[src/rtl/scan_dma_pkg.sv]
package scan_dma_pkg;
  localparam int TW  = 16;  // table address width
  localparam int BKW = 8;   // bank width

  typedef enum logic [2:0] {S_IDLE, S_SCAN, S_RD, S_WR, S_NEXT, S_DONE} state_t;
  typedef enum logic [1:0] {P_INIT, P_XFER, P_UPD} phase_t;
  typedef enum logic [2:0] {K_CNT, K_LO, K_HI, K_HIZ, K_DATA} kind_t;

  function automatic logic [2:0] burst_len(input logic [1:0] sel);
    case (sel)
      2'd0:    burst_len = 3'd1;
      2'd1:    burst_len = 3'd2;
      default: burst_len = 3'd4;
    endcase
  endfunction
endpackage

[src/rtl/scan_dma_chan.sv]
module scan_dma_chan
  import scan_dma_pkg::*;
(
  input  logic          clk,
  input  logic          rst,
  input  logic          frame_clr,
  input  logic          frame_arm,
  input  logic          ld_base,
  input  logic [TW-1:0] base,
  input  logic          inc_taddr,
  input  logic          ld_cnt,
  input  logic [7:0]    cnt_d,
  input  logic          ld_ind_lo,
  input  logic          ld_ind_hi,
  input  logic          zero_lo,
  input  logic          inc_ind,
  input  logic [7:0]    byte_d,
  input  logic          ld_pend,
  input  logic          pend_d,
  input  logic          set_fin,
  output logic [TW-1:0] taddr,
  output logic [7:0]    cnt,
  output logic [TW-1:0] ind,
  output logic          pend,
  output logic          fin
);
  always_ff @(posedge clk) begin
    if (rst) begin
      taddr <= '0;
      cnt   <= '0;
      ind   <= '0;
      pend  <= 1'b0;
      fin   <= 1'b0;
    end else begin
      if (frame_clr) begin
        fin  <= 1'b0;
        pend <= 1'b0;
      end
      if (frame_arm) pend <= 1'b1;
      if (ld_pend)   pend <= pend_d;
      if (set_fin)   fin  <= 1'b1;
      if (ld_base)        taddr <= base;
      else if (inc_taddr) taddr <= taddr + 1'b1;
      if (ld_cnt) cnt <= cnt_d;
      if (ld_ind_lo)      ind <= {ind[TW-1:8], byte_d};
      else if (ld_ind_hi) ind <= {byte_d, zero_lo ? 8'h00 : ind[7:0]};
      else if (inc_ind)   ind <= ind + 1'b1;
    end
  end

  // a finished channel always holds a zero counter byte
  p_fin_cnt_zero_r8: assert property (@(posedge clk) disable iff (rst)
    fin |-> (cnt == 8'h00));
endmodule

[src/rtl/scan_dma_cost.sv]
module scan_dma_cost #(
  parameter int OW     = 12,
  parameter int INIT_C = 18,
  parameter int LINE_C = 8,
  parameter int CH_C   = 8,
  parameter int IND_C  = 16
) (
  input  logic          clk,
  input  logic          rst,
  input  logic          clr,
  input  logic          add_init,
  input  logic          add_line,
  input  logic          add_ch,
  input  logic          add_ind,
  output logic [OW-1:0] acc
);
  logic [OW-1:0] inc;
  always_comb begin
    inc = '0;
    if (add_init) inc = inc + OW'(INIT_C);
    if (add_line) inc = inc + OW'(LINE_C);
    if (add_ch)   inc = inc + OW'(CH_C);
    if (add_ind)  inc = inc + OW'(IND_C);
  end

  always_ff @(posedge clk) begin
    if (rst) acc <= '0;
    else     acc <= (clr ? '0 : acc) + inc;
  end
endmodule

[src/rtl/scan_dma.sv]
module scan_dma
  import scan_dma_pkg::*;
#(
  parameter int          NCH      = 8,
  parameter int          OW       = 12,
  parameter int          INIT_C   = 18,
  parameter int          LINE_C   = 8,
  parameter int          CH_C     = 8,
  parameter int          IND_C    = 16,
  parameter logic [7:0]  DST_BANK = 8'h00,
  parameter logic [7:0]  DST_PAGE = 8'h21
) (
  input  logic               clk,
  input  logic               rst,
  input  logic [NCH-1:0]     en_mask,
  input  logic [NCH*TW-1:0]  cfg_base,
  input  logic [NCH*BKW-1:0] cfg_bank,
  input  logic [NCH-1:0]     cfg_ind,
  input  logic [NCH*2-1:0]   cfg_mode,
  input  logic               frame_go,
  input  logic               line_go,
  output logic               mem_req,
  output logic               mem_we,
  output logic [23:0]        mem_addr,
  output logic [7:0]         mem_wdata,
  input  logic               mem_ack,
  input  logic [7:0]         mem_rdata,
  output logic               busy,
  output logic               done,
  output logic [OW-1:0]      ovh_cycles,
  output logic [1:0]         irq_defer,
  output logic [NCH-1:0]     intr_flags
);
  localparam int CW = $clog2(NCH);

  state_t         state;
  phase_t         phase;
  kind_t          kind;
  logic [CW-1:0]  ch;
  logic [2:0]     nleft;
  logic [1:0]     lane;
  logic [7:0]     data_q;
  logic [NCH-1:0] mask_q;
  logic [1:0]     defer_q;
  logic           pend_frame, pend_line;

  logic [TW-1:0] taddr_a [NCH];
  logic [TW-1:0] ind_a   [NCH];
  logic [7:0]    cnt_a   [NCH];
  logic [NCH-1:0] pend_v, fin_v;

  // command decode for the selected channel
  logic c_clr, c_arm, c_ld_base, c_inc_taddr, c_ld_cnt, c_ld_lo, c_ld_hi;
  logic c_zlo, c_inc_ind, c_ld_pend, c_pend_d, c_set_fin;
  logic [7:0] c_cnt_d;
  logic cost_clr, add_init, add_line, add_ch, add_ind;
  logic [OW-1:0] cost_acc;

  logic            go_frame, go_line, act;
  logic [TW-1:0]   cur_base, cur_taddr, cur_ind, ptr;
  logic [BKW-1:0]  cur_bank;
  logic [1:0]      cur_mode;
  logic            cur_indm;
  logic [7:0]      cur_cnt, newc;

  assign go_frame  = frame_go | pend_frame;
  assign go_line   = line_go  | pend_line;
  assign cur_base  = cfg_base[int'(ch)*TW +: TW];
  assign cur_bank  = cfg_bank[int'(ch)*BKW +: BKW];
  assign cur_mode  = cfg_mode[int'(ch)*2 +: 2];
  assign cur_indm  = cfg_ind[ch];
  assign cur_taddr = taddr_a[ch];
  assign cur_ind   = ind_a[ch];
  assign cur_cnt   = cnt_a[ch];
  assign newc      = cur_cnt - 8'd1;
  assign act       = mask_q[ch] & ~fin_v[ch];
  assign busy      = (state != S_IDLE);

  always_comb begin
    {c_clr, c_arm, c_ld_base, c_inc_taddr, c_ld_cnt, c_ld_lo, c_ld_hi} = '0;
    {c_zlo, c_inc_ind, c_ld_pend, c_pend_d, c_set_fin} = '0;
    c_cnt_d = mem_rdata;
    {cost_clr, add_init, add_line, add_ch, add_ind} = '0;
    mem_req   = 1'b0;
    mem_we    = 1'b0;
    mem_wdata = data_q;
    ptr       = (kind == K_DATA && cur_indm) ? cur_ind : cur_taddr;
    mem_addr  = {cur_bank, ptr};
    case (state)
      S_IDLE: begin
        if (go_frame) begin
          c_clr = 1'b1;  c_arm = |en_mask;
          cost_clr = 1'b1;  add_init = |en_mask;
        end else if (go_line) begin
          cost_clr = 1'b1;  add_line = |(en_mask & ~fin_v);
        end
      end
      S_SCAN: begin
        case (phase)
          P_INIT:  c_ld_base = mask_q[ch];
          P_XFER:  add_ch = act;
          default: if (act) begin
            c_ld_cnt = 1'b1;  c_cnt_d = newc;
            c_ld_pend = 1'b1; c_pend_d = newc[7];
          end
        endcase
      end
      S_RD: begin
        mem_req = 1'b1;
        if (mem_ack) begin
          case (kind)
            K_CNT: begin
              c_ld_cnt = 1'b1;  c_inc_taddr = 1'b1;
              if (phase == P_UPD) begin
                c_ld_pend = 1'b1;  c_pend_d = 1'b1;
                c_set_fin = (mem_rdata == 8'h00);
                add_ind   = cur_indm;
              end
            end
            K_LO:  begin c_ld_lo = 1'b1; c_inc_taddr = 1'b1; end
            K_HI:  begin c_ld_hi = 1'b1; c_inc_taddr = 1'b1; end
            K_HIZ: begin c_ld_hi = 1'b1; c_zlo = 1'b1; c_inc_taddr = 1'b1; end
            default: begin
              c_inc_ind   = cur_indm;
              c_inc_taddr = ~cur_indm;
            end
          endcase
        end
      end
      S_WR: begin
        mem_req  = 1'b1;
        mem_we   = 1'b1;
        mem_addr = {DST_BANK, DST_PAGE, 8'({ch, lane})};
      end
      default: ;
    endcase
  end

  for (genvar i = 0; i < NCH; i++) begin : g_chan
    logic sel;
    assign sel = (ch == CW'(i));
    scan_dma_chan u_chan (
      .clk(clk), .rst(rst),
      .frame_clr(c_clr), .frame_arm(c_arm),
      .ld_base(c_ld_base & sel), .base(cfg_base[i*TW +: TW]),
      .inc_taddr(c_inc_taddr & sel),
      .ld_cnt(c_ld_cnt & sel), .cnt_d(c_cnt_d),
      .ld_ind_lo(c_ld_lo & sel), .ld_ind_hi(c_ld_hi & sel), .zero_lo(c_zlo),
      .inc_ind(c_inc_ind & sel), .byte_d(mem_rdata),
      .ld_pend(c_ld_pend & sel), .pend_d(c_pend_d),
      .set_fin(c_set_fin & sel),
      .taddr(taddr_a[i]), .cnt(cnt_a[i]), .ind(ind_a[i]),
      .pend(pend_v[i]), .fin(fin_v[i])
    );
  end

  scan_dma_cost #(.OW(OW), .INIT_C(INIT_C), .LINE_C(LINE_C), .CH_C(CH_C),
                  .IND_C(IND_C)) u_cost (
    .clk(clk), .rst(rst), .clr(cost_clr), .add_init(add_init),
    .add_line(add_line), .add_ch(add_ch), .add_ind(add_ind), .acc(cost_acc)
  );

  always_ff @(posedge clk) begin
    if (rst) begin
      state <= S_IDLE;  phase <= P_INIT;  kind <= K_CNT;
      ch <= '0;  nleft <= '0;  lane <= '0;  data_q <= '0;
      mask_q <= '0;  defer_q <= '0;  pend_frame <= 1'b0;  pend_line <= 1'b0;
      done <= 1'b0;  ovh_cycles <= '0;  irq_defer <= '0;  intr_flags <= '0;
    end else begin
      done       <= 1'b0;
      pend_frame <= pend_frame | frame_go;
      pend_line  <= pend_line  | line_go;
      case (state)
        S_IDLE: begin
          ch <= '0;
          if (go_frame) begin
            pend_frame <= 1'b0;
            mask_q     <= en_mask;
            intr_flags <= '0;
            defer_q    <= 2'd0;
            phase      <= P_INIT;
            state      <= (|en_mask) ? S_SCAN : S_DONE;
          end else if (go_line) begin
            pend_line  <= line_go & 1'b0;
            mask_q     <= en_mask;
            intr_flags <= intr_flags | en_mask;
            defer_q    <= (|en_mask) ? 2'd2 : 2'd0;
            phase      <= P_XFER;
            state      <= (|en_mask) ? S_SCAN : S_DONE;
          end
        end
        S_SCAN: begin
          kind  <= K_CNT;
          state <= S_NEXT;
          case (phase)
            P_INIT: if (mask_q[ch]) state <= S_RD;
            P_XFER: if (act && pend_v[ch]) begin
              kind  <= K_DATA;
              nleft <= burst_len(cur_mode);
              lane  <= '0;
              state <= S_RD;
            end
            default: if (act && newc[6:0] == 7'd0) state <= S_RD;
          endcase
        end
        S_RD: if (mem_ack) begin
          case (kind)
            K_CNT: begin
              if (cur_indm)
                kind <= (phase == P_UPD && mem_rdata == 8'h00) ? K_HIZ : K_LO;
              else
                state <= S_NEXT;
            end
            K_LO:   kind  <= K_HI;
            K_DATA: begin data_q <= mem_rdata; state <= S_WR; end
            default: state <= S_NEXT;
          endcase
        end
        S_WR: if (mem_ack) begin
          if (nleft == 3'd1) state <= S_NEXT;
          else begin
            nleft <= nleft - 3'd1;
            lane  <= lane + 2'd1;
            kind  <= K_DATA;
            state <= S_RD;
          end
        end
        S_NEXT: begin
          if (ch == CW'(NCH - 1)) begin
            ch <= '0;
            if (phase == P_XFER) begin phase <= P_UPD; state <= S_SCAN; end
            else state <= S_DONE;
          end else begin
            ch    <= ch + 1'b1;
            state <= S_SCAN;
          end
        end
        default: begin
          done       <= 1'b1;
          ovh_cycles <= cost_acc;
          irq_defer  <= defer_q;
          state      <= S_IDLE;
        end
      endcase
    end
  end

  // no memory traffic while idle
  p_idle_quiet_r1: assert property (@(posedge clk) disable iff (rst)
    !busy |-> !mem_req);
  // destination writes occur only in the burst pass
  p_write_in_burst_pass_r5: assert property (@(posedge clk) disable iff (rst)
    (mem_req && mem_we) |-> (phase == P_XFER));
  // a pending request is held until acknowledged
  p_req_stable_r10: assert property (@(posedge clk) disable iff (rst)
    (mem_req && !mem_ack) |=> (mem_req && $stable(mem_addr) && $stable(mem_we)
                              && $stable(mem_wdata)));
  // deferral count is either 0 or 2
  p_defer_value_r9: assert property (@(posedge clk) disable iff (rst)
    done |-> (irq_defer == 2'd0 || irq_defer == 2'd2));
  // completion pulse coincides with return to idle
  p_done_idle_r11: assert property (@(posedge clk) disable iff (rst)
    done |-> !busy);
  // scanline strobe seen while busy is retained
  p_line_held_r11: assert property (@(posedge clk) disable iff (rst)
    (busy && line_go) |=> pend_line);
endmodule

[config.mk]
export PLATFORM = sky130hd
export DESIGN_NAME = scan_dma
export DESIGN_NICKNAME = d
export VERILOG_FILES = /design/src/rtl/scan_dma_pkg.sv /design/src/rtl/scan_dma_chan.sv /design/src/rtl/scan_dma_cost.sv /design/src/rtl/scan_dma.sv
export SDC_FILE = /design/constraint.sdc
export NUM_CORES = 1
export LEC_CHECK = 0
export ABC_AREA = 1
export ABC_CLOCK_PERIOD_IN_PS = 7900
export BUFFER_PORTS_ARGS = -buffer_cell sky130_fd_sc_hd__buf_2
export CORE_AREA = 4 4 297 299
export DETAILED_ROUTE_END_ITERATION = 6
export DIE_AREA = 0 0 301 303
export GPL_TIMING_DRIVEN = 0
export MAX_ROUTING_LAYER = met4
export PLACE_DENSITY_LB_ADDON = 0.08
export SLEW_MARGIN = 20
export SYNTH_ARGS = -nofsm -noshare
export SYNTH_HDL_FRONTEND = slang
export SYNTH_SLANG_ARGS = --single-unit
[constraint.sdc]
create_clock -name clk -period 7.9 [get_ports clk]
set_clock_uncertainty 0.15 [all_clocks]
set_input_delay 1.58 -clock clk [delete_from_list [all_inputs] [get_ports clk]]
set_output_delay 1.58 -clock clk [all_outputs]
set_load 0.005 [all_outputs]
==> Implementation_results.wiki, run 1 <==
{| class="wikitable"
! Metric !! Value
|-
| Outcome || finished clean
|-
| CP endpoint kind || primary output
|-
| Data arrival time of the critical path || 5010 ps
|-
| Average instance area after synthesis || 6.44 um2
|-
| Cell-internal power || 4210 uW
|-
| Number of failing hold endpoints at the final stage || 0
|-
| Number of enable flip-flop cells after synthesis || 0
|-
| Chip Height || 303 um
|-
| Reg-to-reg slack, setup || 1790 ps
|-
| P_sw || 2750 uW
|-
| Number of global-route vias before repair || 28,400
|-
| Area Growth Syn to Fin || 18.6%
|-
| CTS max path bufs || 3
|-
| Number of distinct library cell variants in the gate-level netlist after synthesis || 59
|-
| Number of primary I/O pins || 295
|-
| Area enclosed by the die boundary || 91,200 um2
|-
| Switching part of the total power || 0.395
|-
| Startpoint Class || flip-flop
|-
| Half-perimeter wire length after detailed placement || 107,000 um
|-
| Summed negative setup slack over all endpoints || 0 ps
|-
| Kind of path behind the tightest hold check || flip-flop to flip-flop
|-
| Dominant synthesized flop cell || dfxtp_1
|-
| Detail-routed net length per standard cell || 25.6 um
|-
| Total congestion overflow || 0
|-
| Post CTS Setup Buffer Count || 0
|-
| Area of the mapped netlist || 25,500 um2
|-
| Clock transition at path regs || 60 ps
|-
| Pin count of the biggest net entering global routing || 15
|-
| Starting density of the core || 0.300
|-
| Clk_lat worst skew || 650 ps
|-
| Flops & latches, synth || 403
|-
| Drt drc || 0
|-
| Total Nets Final || 4,581
|-
| Fmax || 148 MHz
|-
| Share of cells above drive strength 1 || 0.138
|-
| Relative contribution of sequential cells to total power || 0.318
|-
| Worst slew margin || 0.151
|-
| Final Instance Count excl. Fillers || 5,511
|-
| CTS H-tree depth || 2
|-
| Worst r2r src || ch[1]$_SDFFE_PP0P_
|-
| CTS Buf Count || 53
|-
| Critical Path Max Stage Delay || 940 ps
|-
| Combined global-route utilization of all metal layers || 0.309
|-
| Least-Margin Pin Slew || 1270 ps
|-
| Post-placement cell count || 5,399
|-
| Number of cell rows || 107
|-
| Worst setup path category || flip-flop to primary output
|-
| Cell types with the largest area share after synthesis || dfxtp_1 32%, o21ai_0 10%, a21oi_1 10%
|-
| Count of maximum capacitance violations || 0
|-
| Clock tree root driver cell || clkbuf_16
|-
| Portion of the post-synthesis area used by sequential elements || 0.316
|-
| Slew Viols, Final || 0
|-
| CTS tree || built
|-
| Destination of the worst hold path || u_cost.acc[8]$_SDFF_PP0_
|-
| Final setup viols || 0
|-
| Origin of the worst min-delay path || u_cost.acc[8]$_SDFF_PP0_
|-
| IO buf count || 292
|-
| Number of sinks on the clock net || 403
|-
| Worst path cell trace || inv_2, buf_4, buf_2, buf_2, buf_2, clkbuf_1, o21ai_0, nand3_1, nand3_1, a31oi_1, buf_2
|-
| Post-synthesis async set-or-reset flop share || 0
|-
| Leakage Power || 0.0117 uW
|-
| Syn Inst Count || 3,962
|-
| Post-cts gate resize count || 0
|-
| Number of antenna violations at the first check in global routing || 12
|-
| Maximum fanout along the worst path || 10
|-
| Wire length of the first global-routing pass || 200,000 um
|-
| Clock period minus worst slack || 6740 ps
|-
| Share of total power in the clock network || 0.370
|-
| Critical path required time || 6170 ps
|-
| Hold-critical path depth || 1
|-
| Routed Antenna Nets || 0
|-
| Post-route fraction of the period consumed by the critical path || 0.853
|-
| Hold buffer count at CTS || 0
|-
| RSZ-0062 raised after global routing || no
|-
| Worst reg-to-reg path cell count || 14
|-
| Placeable core region || 85,100 um2
|-
| Most Frequent Cell on Critical Path || buf_2
|-
| Final weighted congestion of routability-driven global placement || 1.01
|-
| Starting DRT DRC Count || 3,412
|-
| Power Dens Cells || 230 nW/um2
|-
| Combinational Power Share || 0.312
|-
| Vias per cell || 5.40
|-
| Pre-antenna DRT Iters || 7
|-
| Destination of the worst register-to-register timing path || g_chan[4].u_chan.ind[4]$_SDFFE_PP0P_
|-
| Yosys warnings || 0
|-
| Number of vias after detailed routing || 29,800
|-
| Cell type with the largest total area after synthesis || dfxtp_1
|-
| Horiz. Die Dim || 301 um
|-
| Routed wire length || 141,000 um
|-
| Cell with the largest stage delay on the worst path || clkbuf_1
|-
| Fraction of synthesized cell area taken by the top area cell type || 0.316
|-
| Largest voltage drop on the vdd net || 0.163 mV
|}
-- power groups by stage --
stage	logic [uW]	clock network [uW]	registers, uW
final	2170	2570	2210
after global placement	2120	0	2250
after detailed placement	2110	0	2250
after floorplan	1140	0	2240
after global routing	2320	2680	2220
after CTS	2120	2600	2210
-- stage by stage --
step	instance area (um2)	total power [uW]	util	setup WS, ps	hold slack (ps)
3_5_place_dp	28400	4370	0.334	1800	280
2_1_floorplan	25500	3380	-	3420	266
4_1_cts	30300	6930	0.355	1270	294
3_3_place_gp	28400	4370	0.334	1670	287
5_1_grt	30300	7220	0.356	1070	302
6_report	30300	6960	0.356	1160	297
-- critical path: cells and delay by family, from the launching register on --
family | cells | cell delay, ps
simple gates | 2 | 290
flops | 1 | 430
buf+inv | 7 | 2820
compound gates | 2 | 820
-- cell families after synthesis --
kind of cell	after synthesis	share of synthesized area
and+or+nand+nor	1439	0.242
AOI/OAI and AO/OA	1337	0.285
DFF	403	0.316
xor gates and xnor gates	120	0.0412
buffers and inverters	628	0.0989
adders and majority gates	34	0.0167
other	1	0.000147
-- layout by cell type, fill, tap and decap left out, types with 22 or more instances in the layout --
master,netlist,routed
o22ai_1,56,56
inv_2,45,45
buf_2,73,366
nand2_1,672,672
nor3_1,57,57
o21ai_1,33,33
a21oi_1,515,515
clkbuf_1,97,100
dfxtp_1,403,403
o211ai_1,22,22
a211oi_1,61,61
inv_1,370,370
xor2_1,99,99
nand4_1,39,39
clkbuf_16,0,53
a31oi_1,65,65
nor2_1,419,419
nand3_1,166,166
o21ai_0,530,530
ha_1,34,34
-- state kept, by name, summed over array words and instances (netlist names) --
register and flops:
ch 3, defer_q 1, done 1, g_chan.u_chan.cnt 64, g_chan.u_chan.fin 8, g_chan.u_chan.ind 128
g_chan.u_chan.pend 8, g_chan.u_chan.taddr 128, intr_flags 8, irq_defer 1, kind 3, lane 2
mask_q 8, mem_wdata 8, nleft 3, ovh_cycles 11, pend_frame 1, pend_line 1
phase 2, state 3, u_cost.acc 11
-- layer usage --
metal	track usage	vias to the layer above	wire length, um
met3	0.0580	270	12200
met5	-	-	0
met4	0.109	0	5560
met1	0.406	14000	61300
met2	0.474	1352	62400
li1	-	14100	-
-- cell usage after synthesis (all sizes together), types with 59 or more instances --
master and instances:
nand2 680, o21ai 572, a21oi 515, nor2 452, inv 417, dfxtp 403, nand3 169, buf 106
xor2 99, clkbuf 97, a31oi 65, a211oi 61, nor3 59
-- how the worst max path moves through the flow --
stage,startpoint,end,slack (ps)
after CTS,ch[1]$_SDFFE_PP0P_,mem_addr[13],1270
final,ch[0]$_SDFFE_PP0P_,mem_addr[0],1160
after detailed placement,cfg_ind[4],mem_addr[5],1800
after global routing,ch[0]$_SDFFE_PP0P_,mem_addr[0],1070
after floorplan,cfg_ind[4],mem_addr[10],3420
after global placement,cfg_ind[4],mem_addr[3],1670
-- cell type report --
cell class | instances | area, um2
fillers | 9673 | 54900
multi-input cells | 2932 | 14900
flip-flops and latches | 403 | 8070
inverters | 425 | 1600
clock buffers | 82 | 1600
repair buffers | 292 | 1460
well taps | 1144 | 1430
plain buffers | 203 | 938
clock inverters | 16 | 216
diodes | 14 | 35.0
Power figures use the tool's default switching activity.
==> inputs of run 2 (changes only) <==
- ABC_CLOCK_PERIOD_IN_PS: 7900 -> 7300
- CORE_AREA: 4 4 297 299 -> 4 4 307 309
- DIE_AREA: 0 0 301 303 -> 0 0 311 313
- clock period: 7.9 -> 7.3 ns (I/O delays scaled with it)
==> run 2 against run 1 <==
Flip-flop and latch count unchanged. First-iteration DRC count rose by 2.8%. Worst setup slack worse by 530 ps. Cell area is 0.21% higher. Sequential power grew 9%. Cell count rose by 0.65%. Total power increased by 9.2%. Die area is 6.7% higher. Hold slack got worse by 7.6 ps.
==> Implementation_results.wiki, run 2 (synthesis results as in run 1) <==
{| class="wikitable"
! Metric !! Value
|-
| CTS tree || built (unchanged)
|-
| CTS Buf Count || 54 (was 53)
|-
| Crit. path cell count || 12 (was 11)
|-
| RSZ-0062 raised after global routing || no (unchanged)
|-
| Hold-critical path depth || 1 (unchanged)
|-
| Pre-CTS setup slack || 1070 ps (was 1800 ps)
|-
| Most common library cell in the layout ignoring fill and taps || nand2_1 (unchanged)
|-
| Pre-antenna DRT Iters || 7 (unchanged)
|-
| CP endpoint kind || primary output (unchanged)
|-
| Starting DRT DRC Count || 3,508 (was 3,412)
|-
| Power Dens Cells || 251 nW/um2 (was 230 nW/um2)
|-
| Critical Path Max Stage Delay || 880 ps (was 940 ps)
|-
| Startpoint Class || flip-flop (unchanged)
|-
| Placeable core region || 91,400 um2 (was 85,100 um2)
|-
| Number of vias after detailed routing || 30,100 (was 29,800)
|-
| Total congestion overflow || 0 (unchanged)
|-
| Most Frequent Cell on Critical Path || buf_2 (unchanged)
|-
| CTS max path bufs || 3 (unchanged)
|-
| Highest-count cells in the layout ignoring fill and taps || 672 x nand2_1, 530 x o21ai_0, 515 x a21oi_1 (unchanged)
|-
| Area enclosed by the die boundary || 97,300 um2 (was 91,200 um2)
|-
| Combined global-route utilization of all metal layers || 0.296 (was 0.309)
|-
| Total Power Consumption || 7600 uW (was 6960 uW)
|-
| Share of total power in the clock network || 0.370 (about the same)
|-
| Worst setup path category || flip-flop to primary output (unchanged)
|-
| Starting density of the core || 0.279 (was 0.300)
|-
| Hold buffer count at CTS || 0 (unchanged)
|-
| Leading registers by flop count || g_chan.u_chan.ind (128), g_chan.u_chan.taddr (128), g_chan.u_chan.cnt (64) (unchanged)
|-
| Final weighted congestion of routability-driven global placement || 0.994 (was 1.01)
|-
| Clk_lat worst skew || 660 ps (was 650 ps)
|-
| CTS H-tree depth || 2 (unchanged)
|-
| Clock tree root driver cell || clkbuf_16 (unchanged)
|-
| Leakage Power || 0.0117 uW (about the same)
|-
| Largest voltage drop on the vdd net || 0.141 mV (was 0.163 mV)
|-
| IO buf count || 292 (unchanged)
|-
| P_sw || 3050 uW (was 2750 uW)
|-
| Data arrival time of the critical path || 5060 ps (was 5010 ps)
|-
| Worst slew margin || 0.157 (was 0.151)
|-
| Routed Antenna Nets || 0 (unchanged)
|-
| Share of cells above drive strength 1 || 0.139 (was 0.138)
|-
| Outcome || finished clean (unchanged)
|-
| Final setup viols || 0 (unchanged)
|-
| Slew Viols, Final || 0 (unchanged)
|-
| Final critical-path setup slack || 629 ps (was 1160 ps)
|-
| Number of sinks on the clock net || 403 (unchanged)
|-
| Detail-routed net length per standard cell || 26.3 um (was 25.6 um)
|-
| Half-perimeter wire length after detailed placement || 111,000 um (was 107,000 um)
|-
| Cell-internal power || 4560 uW (was 4210 uW)
|-
| Kind of path behind the tightest hold check || flip-flop to flip-flop (unchanged)
|-
| Post-cts gate resize count || 0 (unchanged)
|-
| Least-Margin Pin Slew || 1260 ps (was 1270 ps)
|-
| Drt drc || 0 (unchanged)
|-
| Routed wire length || 146,000 um (was 141,000 um)
|-
| Combinational Power Share || 0.315 (was 0.312)
|-
| Number of failing hold endpoints at the final stage || 0 (unchanged)
|-
| Count of buffering cells on the critical path with inverters included || 7 (unchanged)
|-
| Worst path cell trace || buf_4, buf_6, buf_6, buf_4, buf_2, buf_2, a21oi_1, o21ai_0, a21oi_1, o311ai_1, o21ai_0, buf_2 (was inv_2, buf_4, buf_2, buf_2, buf_2, clkbuf_1, o21ai_0, nand3_1, nand3_1, a31oi_1, buf_2)
|-
| Count of maximum capacitance violations || 0 (unchanged)
|-
| Hold slack final || 289 ps (was 297 ps)
|-
| Relative contribution of sequential cells to total power || 0.315 (was 0.318)
|-
| Pin count of the biggest net entering global routing || 16 (was 15)
|-
| Number of cell rows || 111 (was 107)
|-
| Critical path required time || 5690 ps (was 6170 ps)
|-
| Clock transition at path regs || 60 ps (about the same)
|-
| Cell with the largest stage delay on the worst path || o311ai_1 (was clkbuf_1)
|-
| Summed negative setup slack over all endpoints || 0 ps (unchanged)
|-
| Total Nets Final || 4,582 (was 4,581)
|-
| Chip Height || 313 um (was 303 um)
|-
| Post-route fraction of the period consumed by the critical path || 0.914
|-
| Horiz. Die Dim || 311 um (was 301 um)
|-
| Wire length of the first global-routing pass || 206,000 um (was 200,000 um)
|-
| Vias per cell || 5.42 (was 5.40)
|-
| Area Growth Syn to Fin || 18.9% (was 18.6%)
|-
| Number of global-route vias before repair || 28,800 (was 28,400)
|-
| Worst reg-to-reg path cell count || 14 (unchanged)
|-
| Maximum fanout along the worst path || 10 (unchanged)
|-
| Number of primary I/O pins || 295 (unchanged)
|-
| Number of antenna violations at the first check in global routing || 9 (was 12)
|-
| Switching part of the total power || 0.401 (was 0.395)
|-
| Clock period minus worst slack || 6670 ps
|-
| Core Util, Final || 0.332 (was 0.356)
|-
| Post CTS Setup Buffer Count || 0 (unchanged)
|-
| Worst path top cell family by delay || buffers and inverters (unchanged)
|-
| Fmax || 150 MHz
|}
run 2: cell count changes in the layout (fill, tap and decap cells not counted), sizes merged:
cell / delta
clkinvlp: +1
clkinv: +4
diode: -9
bufinv: -1
clkbuf: -3
inv: +2
run 2: path summary, 6_finish.rpt:
check | from | end | slack [ps]
setup reg to reg | ch[1]$_SDFFE_PP0P_ | g_chan[5].u_chan.ind[0]$_SDFFE_PP0P_ | 890
hold / removal | u_cost.acc[8]$_SDFF_PP0_ | u_cost.acc[8]$_SDFF_PP0_ | 290
hold reg to reg | u_cost.acc[8]$_SDFF_PP0_ | u_cost.acc[8]$_SDFF_PP0_ | 290
setup / recovery | ch[0]$_SDFFE_PP0P_ | mem_addr[4] | 630
run 2: power groups by stage:
stage / sequential [uW] / combinational [uW] / clock, uW
floorplan: 2420 / 1230 / 0
global placement: 2440 / 2330 / 0
detailed placement: 2440 / 2320 / 0
CTS: 2390 / 2330 / 2870
global route: 2410 / 2550 / 2940
finish: 2400 / 2390 / 2810
run 2: layer usage:
layer | wire, um | global-route usage
met5 | 0 | -
met4 | 5220 | 0.0954
met3 | 10600 | 0.0452
met2 | 64700 | 0.460
met1 | 65300 | 0.395
run 2: layout make-up:
cell class                      count  area, um2
Buffer                            203        936
Sequential cell                   403       8070
Antenna cell                        5       12.5
Clock buffer                       79       1620
Inverter                          425       1600
Timing Repair Buffer              292       1460
Multi-Input combinational cell   2932      14900
Clock inverter                     22        231
Fill cell                       10400      61000
Tap cell                         1186       1480
run 2: metrics by stage:
step,std cells,cell area (um2)
floorplan,3963,25500
global placement,5441,28500
detailed placement,5441,28500
CTS,5542,30300
global route,5545,30300
finish,5547,30400
